## src/rtl/mra_pkg.sv

```systemverilog
`timescale 1ns/1ps
package mra_pkg;
    parameter int unsigned MRA_ADDR_W = 9;
    parameter int unsigned MRA_IDX_W  = 6;
    parameter int unsigned MRA_PTR_W  = MRA_ADDR_W + 1;

    typedef enum logic [1:0] {
        REG_RAM = 2'd0,
        REG_ROM = 2'd1,
        REG_IO  = 2'd2
    } region_e;
endpackage

```

## src/rtl/mra_region_decode.sv

```systemverilog
`timescale 1ns/1ps
module mra_region_decode
    import mra_pkg::*;
#(
    parameter int unsigned ADDR_W = MRA_ADDR_W,
    parameter int unsigned IDX_W  = MRA_IDX_W
) (
    input  logic [ADDR_W-1:0] addr,
    output region_e           region,
    output logic [IDX_W-1:0]  idx,
    output logic              mirror
);
    localparam int unsigned IO_BIT  = ADDR_W - 1;
    localparam int unsigned ROM_BIT = IDX_W + 1;
    localparam int unsigned MIR_BIT = IDX_W;

    always_comb begin
        if (addr[IO_BIT])       region = REG_IO;
        else if (addr[ROM_BIT]) region = REG_ROM;
        else                    region = REG_RAM;
        idx    = addr[IDX_W-1:0];
        mirror = addr[MIR_BIT] & ~addr[IO_BIT];
    end
endmodule

```

## src/rtl/mra_step_calc.sv

```systemverilog
`timescale 1ns/1ps
module mra_step_calc
    import mra_pkg::*;
#(
    parameter int unsigned PTR_W  = MRA_PTR_W,
    parameter int unsigned ADDR_W = MRA_ADDR_W,
    parameter int unsigned IDX_W  = MRA_IDX_W
) (
    input  logic [PTR_W-1:0] cur,
    output logic [PTR_W-1:0] nxt
);
    localparam int unsigned SPAN_W = IDX_W + 1;
    localparam int unsigned IO_BIT = ADDR_W - 1;

    always_comb begin
        nxt = cur;
        if (!cur[IO_BIT]) begin
            nxt[SPAN_W-1:0] = cur[SPAN_W-1:0] + SPAN_W'(1);
        end
    end
endmodule

```

## src/rtl/mra_addr_unit.sv

```systemverilog
`timescale 1ns/1ps
module mra_addr_unit
    import mra_pkg::*;
#(
    parameter int unsigned PTR_W  = MRA_PTR_W,
    parameter int unsigned ADDR_W = MRA_ADDR_W,
    parameter int unsigned IDX_W  = MRA_IDX_W
) (
    input  logic             clk,
    input  logic             rst_n,
    input  logic             load_en,
    input  logic [PTR_W-1:0] load_val,
    input  logic             step_en,
    output logic [PTR_W-1:0] ptr_out,
    output logic [1:0]       region_out,
    output logic [IDX_W-1:0] word_idx,
    output logic             mirror_out,
    output logic             adc_en
);
    localparam int unsigned FLAG_BIT = PTR_W - 1;
    localparam int unsigned IO_BIT   = ADDR_W - 1;
    localparam int unsigned ROM_BIT  = IDX_W + 1;

    typedef struct packed {
        logic [PTR_W-1:0] ptr;
    } state_t;

    state_t           st_d, st_q;
    logic [PTR_W-1:0] step_nxt_d;
    region_e          region_d;

    mra_step_calc #(.PTR_W(PTR_W), .ADDR_W(ADDR_W), .IDX_W(IDX_W)) u_step (
        .cur (st_q.ptr),
        .nxt (step_nxt_d)
    );

    mra_region_decode #(.ADDR_W(ADDR_W), .IDX_W(IDX_W)) u_dec (
        .addr   (st_q.ptr[ADDR_W-1:0]),
        .region (region_d),
        .idx    (word_idx),
        .mirror (mirror_out)
    );

    always_comb begin
        st_d = st_q;
        if (load_en)      st_d.ptr = load_val;
        else if (step_en) st_d.ptr = step_nxt_d;
    end

    always_ff @(posedge clk) begin
        if (!rst_n) st_q <= '0;
        else        st_q <= st_d;
    end

    assign ptr_out    = st_q.ptr;
    assign region_out = region_d;
    assign adc_en     = st_q.ptr[FLAG_BIT];

    // Stepping outside I/O never leaves the region
    assert_stay_in_region_R4 : assert property (@(posedge clk) disable iff (!rst_n)
        (step_en && !load_en && !ptr_out[IO_BIT])
        |=> (ptr_out[IO_BIT:ROM_BIT] == $past(ptr_out[IO_BIT:ROM_BIT])));

    assert_io_frozen_R6 : assert property (@(posedge clk) disable iff (!rst_n)
        (step_en && !load_en && ptr_out[IO_BIT]) |=> $stable(ptr_out));

    assert_flag_kept_R7 : assert property (@(posedge clk) disable iff (!rst_n)
        (!load_en) |=> $stable(adc_en));

    assert_load_wins_R8 : assert property (@(posedge clk) disable iff (!rst_n)
        load_en |=> (ptr_out == $past(load_val)));

    assert_hold_R9 : assert property (@(posedge clk) disable iff (!rst_n)
        (!load_en && !step_en) |=> $stable(ptr_out));

    assert_io_region_R2 : assert property (@(posedge clk) disable iff (!rst_n)
        (region_out == 2'd2) == ptr_out[IO_BIT]);
endmodule

```

## config.mk

```make
export PLATFORM = sky130hd
export DESIGN_NAME = mra_addr_unit
export DESIGN_NICKNAME = d
export VERILOG_FILES = /design/src/rtl/mra_pkg.sv /design/src/rtl/mra_region_decode.sv /design/src/rtl/mra_step_calc.sv /design/src/rtl/mra_addr_unit.sv
export SDC_FILE = /design/constraint.sdc
export NUM_CORES = 1
export LEC_CHECK = 0
export ABC_AREA = 1
export ABC_CLOCK_PERIOD_IN_PS = 1000
export BUFFER_PORTS_ARGS = -buffer_cell sky130_fd_sc_hd__clkbuf_2
export CAP_MARGIN = 20
export CORE_UTILIZATION = 25
export CTS_BUF_LIST = sky130_fd_sc_hd__clkbuf_8
export DETAILED_ROUTE_END_ITERATION = 8
export GPL_ROUTABILITY_DRIVEN = 0
export HOLD_SLACK_MARGIN = 0.03
export PLACE_DENSITY = 0.53
export SYNTH_ARGS = -nofsm -noshare
export SYNTH_HDL_FRONTEND = slang
export SYNTH_SLANG_ARGS = --single-unit
```

## constraint.sdc

```tcl
create_clock -name clk -period 1 [get_ports clk]
set_input_delay 0.05 -clock clk [delete_from_list [all_inputs] [get_ports clk]]
set_output_delay 0.05 -clock clk [all_outputs]
set_load 0.05 [all_outputs]
```

# After elaboration in Yosys (flattened, before gate mapping)
# Index checks and enable logic that the tools add are counted.
# word_totals
word_cells,13
output_inout_bits,20
reg_bits,10
inputBits,14
# classes
mux,5
n_reduce_logical,2
bitwise_logic,2
n_addsub,1
eq_ne,1
# op_table
op,count
$mux W7,2
$mux W10,1
$add A7 B1 Y7 const B,1
$mux W2,1
$ne A2 B2 Y1 const B,1
$reduce_and A2 Y1,1
$reduce_bool A2 Y1,1
$and A1 B1 Y1,1
$mux W1,1
$not A1 Y1,1

# Longest topological paths before layout
# Gate-level depths: netlist of run 1.
# depth
word_depth,4
mapped_depth,7
ltp_nobuf,7

# By module
# From an unflattened synthesis of run 1, not the netlist that was laid out.
# hier_totals
hier_cells,124
hier_area_um2,762.0
# by_module_without_submodules
mod,instances,area_each_um2,cells_each,seq_area_each_um2
mra_addr_unit,1,503.0,76,200.2
mra_step_calc,1,191.4,37,0.0
mra_region_decode,1,67.6,11,0.0

# Worst setup path before layout of run 1
# No wires, ideal clock.
# synth_path
kind,register to register
start,"reg st_q, in the netlist ptr_out[0]"
end,"reg st_q, in the netlist ptr_out[4]"
arrival_ns,1.366
synth_period_minus_slack_ns,1.487
path_stages_with_launch,7
required_ns,0.879
path_slack_ns,-0.487
setup_ns,0.121
path_cell_list,dfxtp_1 ha_1 nand2_1 o21ai_0 nand3_1 nand2_1 a21oi_1
# synth_between
elab_chain_len,4
# synth_lines
item,line_no,text
start: declaration,mra_addr_unit.sv:28,"state_t st_d, st_q;"
start signal: assignment,mra_addr_unit.sv:52,else st_q <= st_d;
$add A7 B1 Y7,mra_step_calc.sv:18,nxt[SPAN_W-1:0] = cur[SPAN_W-1:0] + SPAN_W'(1);
$mux W7,mra_step_calc.sv:17,if (!cur[IO_BIT]) begin
$mux W7,mra_addr_unit.sv:47,else if (step_en) st_d.ptr = step_nxt_d;
$mux W10,mra_addr_unit.sv:46,if (load_en) st_d.ptr = load_val;
# No other way between the ends. The select of a mux whose other input is x is not followed.
# A chain may end at the register's enable or synchronous reset.

# Worst setup path after layout of run 1
# layout_path
start,"reg st_q, in the netlist ptr_out[1]"
end,"reg st_q, in the netlist ptr_out[6]"
# Same word-level chain as after synthesis.

==> results of run 1 <==
## cells in the mapped netlist (2+ instances only)
cell	n
nand2_1	14
nor2_1	12
dfxtp_1	10
buf_4	8
a21oi_1	7
inv_1	6
o21ai_0	6
nand3_1	5
a31oi_1	2
inv_2	2
nand2_4	2
nor2_2	2
## metal layers
layer  wire (um)  GRT usage
met1         709     0.1610
met2         734     0.2068
met3         118    0.05507
met4           0    0.01316
met5           0          0
## stage by stage
stage | setup slack (ps) | instance area, sq um | hold slack, ps | total power, mW
floorplan | -79.17 | 698.2 | 178.4 | 0.8341
detailed placement | -34.21 | 837.1 | 304.8 | 0.9151
global placement | -2.955 | 837.1 | 275.3 | 0.9100
global route | -94.23 | 913.4 | 63.95 | 1.427
finish | -17.76 | 913.4 | 60.92 | 1.347
CTS | -20.57 | 912.1 | 56.44 | 1.366
## power by group through the flow
stage,registers (mW),logic (mW),clock network (mW)
after floorplan,0.573,0.261,0
after global placement,0.466,0.444,0
after detailed placement,0.467,0.448,0
after CTS,0.465,0.461,0.440
after global routing,0.470,0.494,0.462
final,0.465,0.461,0.422
## timing repair
action	in CTS	in global routing
setup endpoints to repair	13	11
pin swaps	1	1
gates cloned	0	0
resized for setup	13	5
## layout make-up
class                   instances  area [sq um]  share of cell area
repair buffers                 36         226.5              0.2479
multi-input cells              58         331.6              0.3630
flip-flops and latches         10         226.5              0.2479
well taps                      28         35.03             0.03836
inverters                      10         52.55             0.05753
clock buffers                   3         41.29             0.04521
## worst paths after layout
check                                  from    endpoint  slack [ps]  depth (start not counted)
worst min-delay path            load_val[9]  ptr_out[9]          60                          3
worst max-delay path             ptr_out[1]  ptr_out[6]         -20                          7
worst max register to register   ptr_out[1]  ptr_out[6]         -20                          7
worst min register to register   ptr_out[6]  ptr_out[6]         470                          2
## placed cells by master (no fill, tap or decap), types with 2 or more instances in the layout
cell and n:
nor2_2 2, nor2_1 10, dfxtp_4 6, a21oi_1 7, nor2_4 2, a31oi_1 2
dfxtp_2 3, clkbuf_2 23, clkbuf_8 4, inv_1 6, o21ai_1 3, o21ai_0 4
nand2_1 13, clkbuf_4 4, nand3_1 5, buf_4 7, nand2_4 3
## critical path, delay by kind of cell, from the launching register on
kind,cells,cell delay [ps]
buffers and inverters,1,50
DFF,1,350
AOI/OAI and AO/OA,1,50
adders and majority gates,1,160
and+or+nand+nor,4,280
## cell families after synthesis
| kind of cell | Yosys count | synth area share |
|---|---|---|
| XOR/XNOR | 1 | 0.01384 |
| buffers and inverters | 20 | 0.2154 |
| AO/OA/AOI/OAI | 19 | 0.1660 |
| flip-flops | 10 | 0.3162 |
| adder cells (fa/ha/maj) | 1 | 0.01976 |
| AND/OR/NAND/NOR | 37 | 0.2688 |
==> results_dict.tcl, run 1 <==
set metrics [dict create \
    synth.largest_area_cell "dfxtp_1" \
    ant_nets 0 \
    numCtsBuffers 3 \
    pwr-share-clk 0.313 \
    grt_max_degree 12 \
    die_area_sq_um 2738 \
    clockBufferDepth 2 \
    insertion_delay_ps 230 \
    status "finished with violations" \
    antenna_found_initial 0 \
    initial_core_util 0.2756 \
    crit_type "flop to flop" \
    grt_pass1_wl_um 2587 \
    clock.fmax_ghz 0.9825 \
    routed_wl_um 1561 \
    clock_skew_ps 3.112 \
    dp_cells 143 \
    p_comb_frac 0.342 \
    crit_chain "ha_4 > nand2_4 > clkinv_4 > nand3_1 > nand3_1 > nand2_1 > a21oi_1" \
    rows 17 \
    p_sw_uw 515.2 \
    drv_cap 0 \
    violations "setup timing" \
    critical-path-max-stage-delay_ps 350 \
    power_frac_seq 0.345 \
    start_kind "flop" \
    fin_setup_tns_ps -35.36 \
    area_growth_pct 44.27 \
    fin_cells 145 \
    ir_drop_mv 0.6561 \
    endpoint_kind "flop" \
    port_buffers 33 \
    grt_pass1_vias 600 \
    period_share 1.018 \
    fillers 247 \
    final_nets 134 \
    die_h_um 52.33 \
    powerDensity_nw_per_um2 1475 \
    drv_slew 0 \
    hold_violations 0 \
    setup_viol 3 \
    largest_register_ff_count 10 \
    dr.pass1.iters 4 \
    netlist.area_leader.share 0.3162 \
    avgRoutedWirePerCell_um 10.77 \
    worstPathRequired_ps 1110 \
    htreeDepth 1 \
    synth_cells 88 \
    fin_crit_ps 1018 \
    ios 34 \
    clk_pin_slew_ps 50 \
    num_vias 686 \
    drc 0 \
    post_cts_buffers 0 \
    timing.final.ws_setup_ps -17.76 \
    synthesis.nets 103 \
    cts_tree "built" \
    path_max_fanout 3 \
    p_leak_nw 0.4319 \
    hp-class "primary input to flop" \
    ys_types 24 \
    synth_area_per_cell_sq_um 7.194 \
    synth_edf_count 0 \
    drt-initial-drc-count 8 \
    cts_root_buf "clkbuf_8" \
    drt-vias-per-instance 4.731 \
    crit_top_cell "nand3_1" \
    rsz0062_at_grt "yes" \
    tightest_slew_ps 269.4 \
    grt_overflow 0 \
    ys_seq_area_frac 0.3162 \
    coreArea_sq_um 2297 \
    ys_ff_latch 10 \
    drive_gt1_frac 0.5128 \
    synthArstFlopShare 0 \
    relSlewSlack 0.8202 \
    power.internal_uw 832.1 \
    crit_path_top_delay_cell "dfxtp_4" \
    yosys_warnings 0 \
    cts_sinks 10 \
    final_util 0.3976 \
    die_width_um 52.33 \
    diodes 0 \
    netlist_area_sq_um 633.1 \
    ctsHoldBuffers 0 \
    post-dp-hpwl_um 1212 \
    swShare 0.3824 \
    grt_use_total 0.1279 \
    crit_arrival_ps 1130 \
    ys.flop_type "dfxtp_1" \
    synth.area.top_cells "dfxtp_1 (32%), buf_4 (9.5%), nand2_1 (8.3%), nor2_1 (7.1%), a21oi_1 (5.5%)" \
]
No activity file was read; power rests on OpenSTA's default activity.
==> inputs of run 2 (changes only) <==
ABC_CLOCK_PERIOD_IN_PS = 1200   (was 1000)
PLACE_DENSITY = 0.51   (was 0.53)
clock period = 1.2 ns   (was 1 ns; I/O delays follow)
==> run 2 against run 1 <==
Compared with the run above: the run now ends clean; fmax is 7.9% lower; global-route usage fell by 0.20 points; critical path depth unchanged; die area unchanged; cell count fell by 1.4%; total power fell by 19%; sequential cell count did not move; first-iteration DRC count is 13% higher; core utilization fell by 4.1 points; setup slack improved by 110 ps; critical endpoint unchanged.
==> results_dict.tcl, run 2 (same netlist as run 1, synthesis figures left out) <==
set metrics [dict create \
    period_share 0.9209 \
    fillers 253 \
    htreeDepth 1 \
    clockBufferDepth 2 \
    diodes 0 \
    insertion_delay_ps 240 \
    crit_arrival_ps 1220 \
    r2r-start "ptr_out[0]" \
    cts_root_buf "clkbuf_8" \
    grt_use_total 0.1259 \
    fin_cells 143 \
    r2r_end "ptr_out[6]" \
    grt_pass1_wl_um 2470 \
    drt-initial-drc-count 9 \
    setup_viol 0 \
    mostFrequentLayoutCells "clkbuf_2 (33), nand2_1 (13), nor2_1 (10), inv_1 (7), a21oi_1 (7)" \
    drc 0 \
    clock.fmax_ghz 0.9049 \
    tightest_slew_ps 281.1 \
    crit_end "ptr_out[6]" \
    drive_gt1_frac 0.4783 \
    num_vias 644 \
    worstPathRequired_ps 1310 \
    multiInputGateArea_sq_um 314.1 \
    hp-class "primary input to flop" \
    drt-vias-per-instance 4.503 \
    largest_register_ff_count 10 \
    rows 17 \
    post-dp-hpwl_um 1165 \
    grt_overflow 0 \
    timing.critical_path.from "ptr_out[0]" \
    die_area_sq_um 2738 \
    ctsHoldBuffers 0 \
    start_kind "flop" \
    layout.area.seq_sq_um 215.2 \
    crit_type "flop to flop" \
    hold_violations 0 \
    antenna_found_initial 0 \
    fin_crit_ps 1105 \
    ios 34 \
    avgRoutedWirePerCell_um 10.60 \
    cts_sinks 10 \
    ir_drop_mv 0.5169 \
    grt_max_degree 12 \
    area_growth_pct 29.45 \
    port_buffers 33 \
    initial_core_util 0.2756 \
    p_leak_nw 0.3990 \
    clock_skew_ps 5.321 \
    status "finished, final reports clean" \
    die_width_um 52.33 \
    dp_cells 139 \
    drv_slew 0 \
    final_common_cell "clkbuf_2" \
    ant_nets 0 \
    final_util 0.3568 \
    endpoint_kind "flop" \
    grt_pass1_vias 580 \
    path_max_fanout 6 \
    relSlewSlack 0.8134 \
    numCtsBuffers 3 \
    ff2ff_path_depth 7 \
    dr.pass1.iters 4 \
    routed_wl_um 1516 \
    ff2ff_setup_slack_ps 90 \
    coreArea_sq_um 2297 \
    clk_pin_slew_ps 50 \
    final_nets 131 \
    drv_cap 0 \
    die_h_um 52.33 \
    powerDensity_nw_per_um2 1332 \
    cts_tree "built" \
]
run 2: cell types whose count changed in the layout (fill, tap and decap cells not counted), moves of 2 or more:
cell and delta:
clkbuf_2 +10, buf_4 -7, clkbuf_4 -4, dfxtp_4 -4, dfxtp_2 +3, inv_2 +2
run 2: stage by stage:
stage	setup WS (ps)	hold slack, ps	total power [mW]	setup TNS, ps	area (sq um)
3_3_place_gp	67.26	285.9	0.7391	0	772.0
5_1_grt	-3.600	59.02	1.169	-3.600	819.5
6_report	94.92	55.99	1.091	0	819.5
4_1_cts	10.56	54.82	1.103	0	817.0
2_1_floorplan	34.03	188.4	0.6895	0	663.1
3_5_place_dp	32.48	308.1	0.7411	0	772.0
run 2: timing repair:
action / in CTS / in global routing
setup buffers: 0 / 0
endpoints found under the setup margin: 0 / 3
resized for setup: 0 / 3
run 2: metal layers:
| layer | part of all wire | global-route usage |
|---|---|---|
| met1 | 0.46 | 0.1554 |
| met2 | 0.45 | 0.1962 |
| met3 | 0.072 | 0.03478 |
| met4 | 0.018 | 0.06579 |
| met5 | 0 | 0 |
run 2: worst min-delay path by stage:
| stage | start | end | slack, ps | cells past startpoint |
|---|---|---|---|---|
| global placement | load_val[9] | ptr_out[9] | 290 | 3 |
| global route | load_val[1] | ptr_out[1] | 60 | 3 |
| CTS | load_val[1] | ptr_out[1] | 50 | 3 |
| finish | load_val[1] | ptr_out[1] | 60 | 3 |
| detailed placement | load_val[1] | ptr_out[1] | 310 | 3 |
| floorplan | rst_n | ptr_out[1] | 190 | 2 |
run 2: layout make-up:
class	count	area share
sequential	10	0.2626
clock buffer	3	0.05038
multi-input combinational	58	0.3832
tap	28	0.04275
clock inverter	1	0.004580
inverter	10	0.05496
timing repair buffer	33	0.2015
run 2: worst max-delay path: stages, from the launching register on:
cell	delay, ps
dfxtp_4	350
ha_1	220
nand2_2	100
inv_2	50
nand3_1	70
nand3_1	70
nand2_1	60
a21oi_1	50
run 2: where the power goes:
part | leakage (nW) | switching (mW) | internal, mW
logic | 0.286 | 0.257 | 0.0852
clock network | 0.0269 | 0.134 | 0.224
registers | 0.0861 | 0.0311 | 0.360
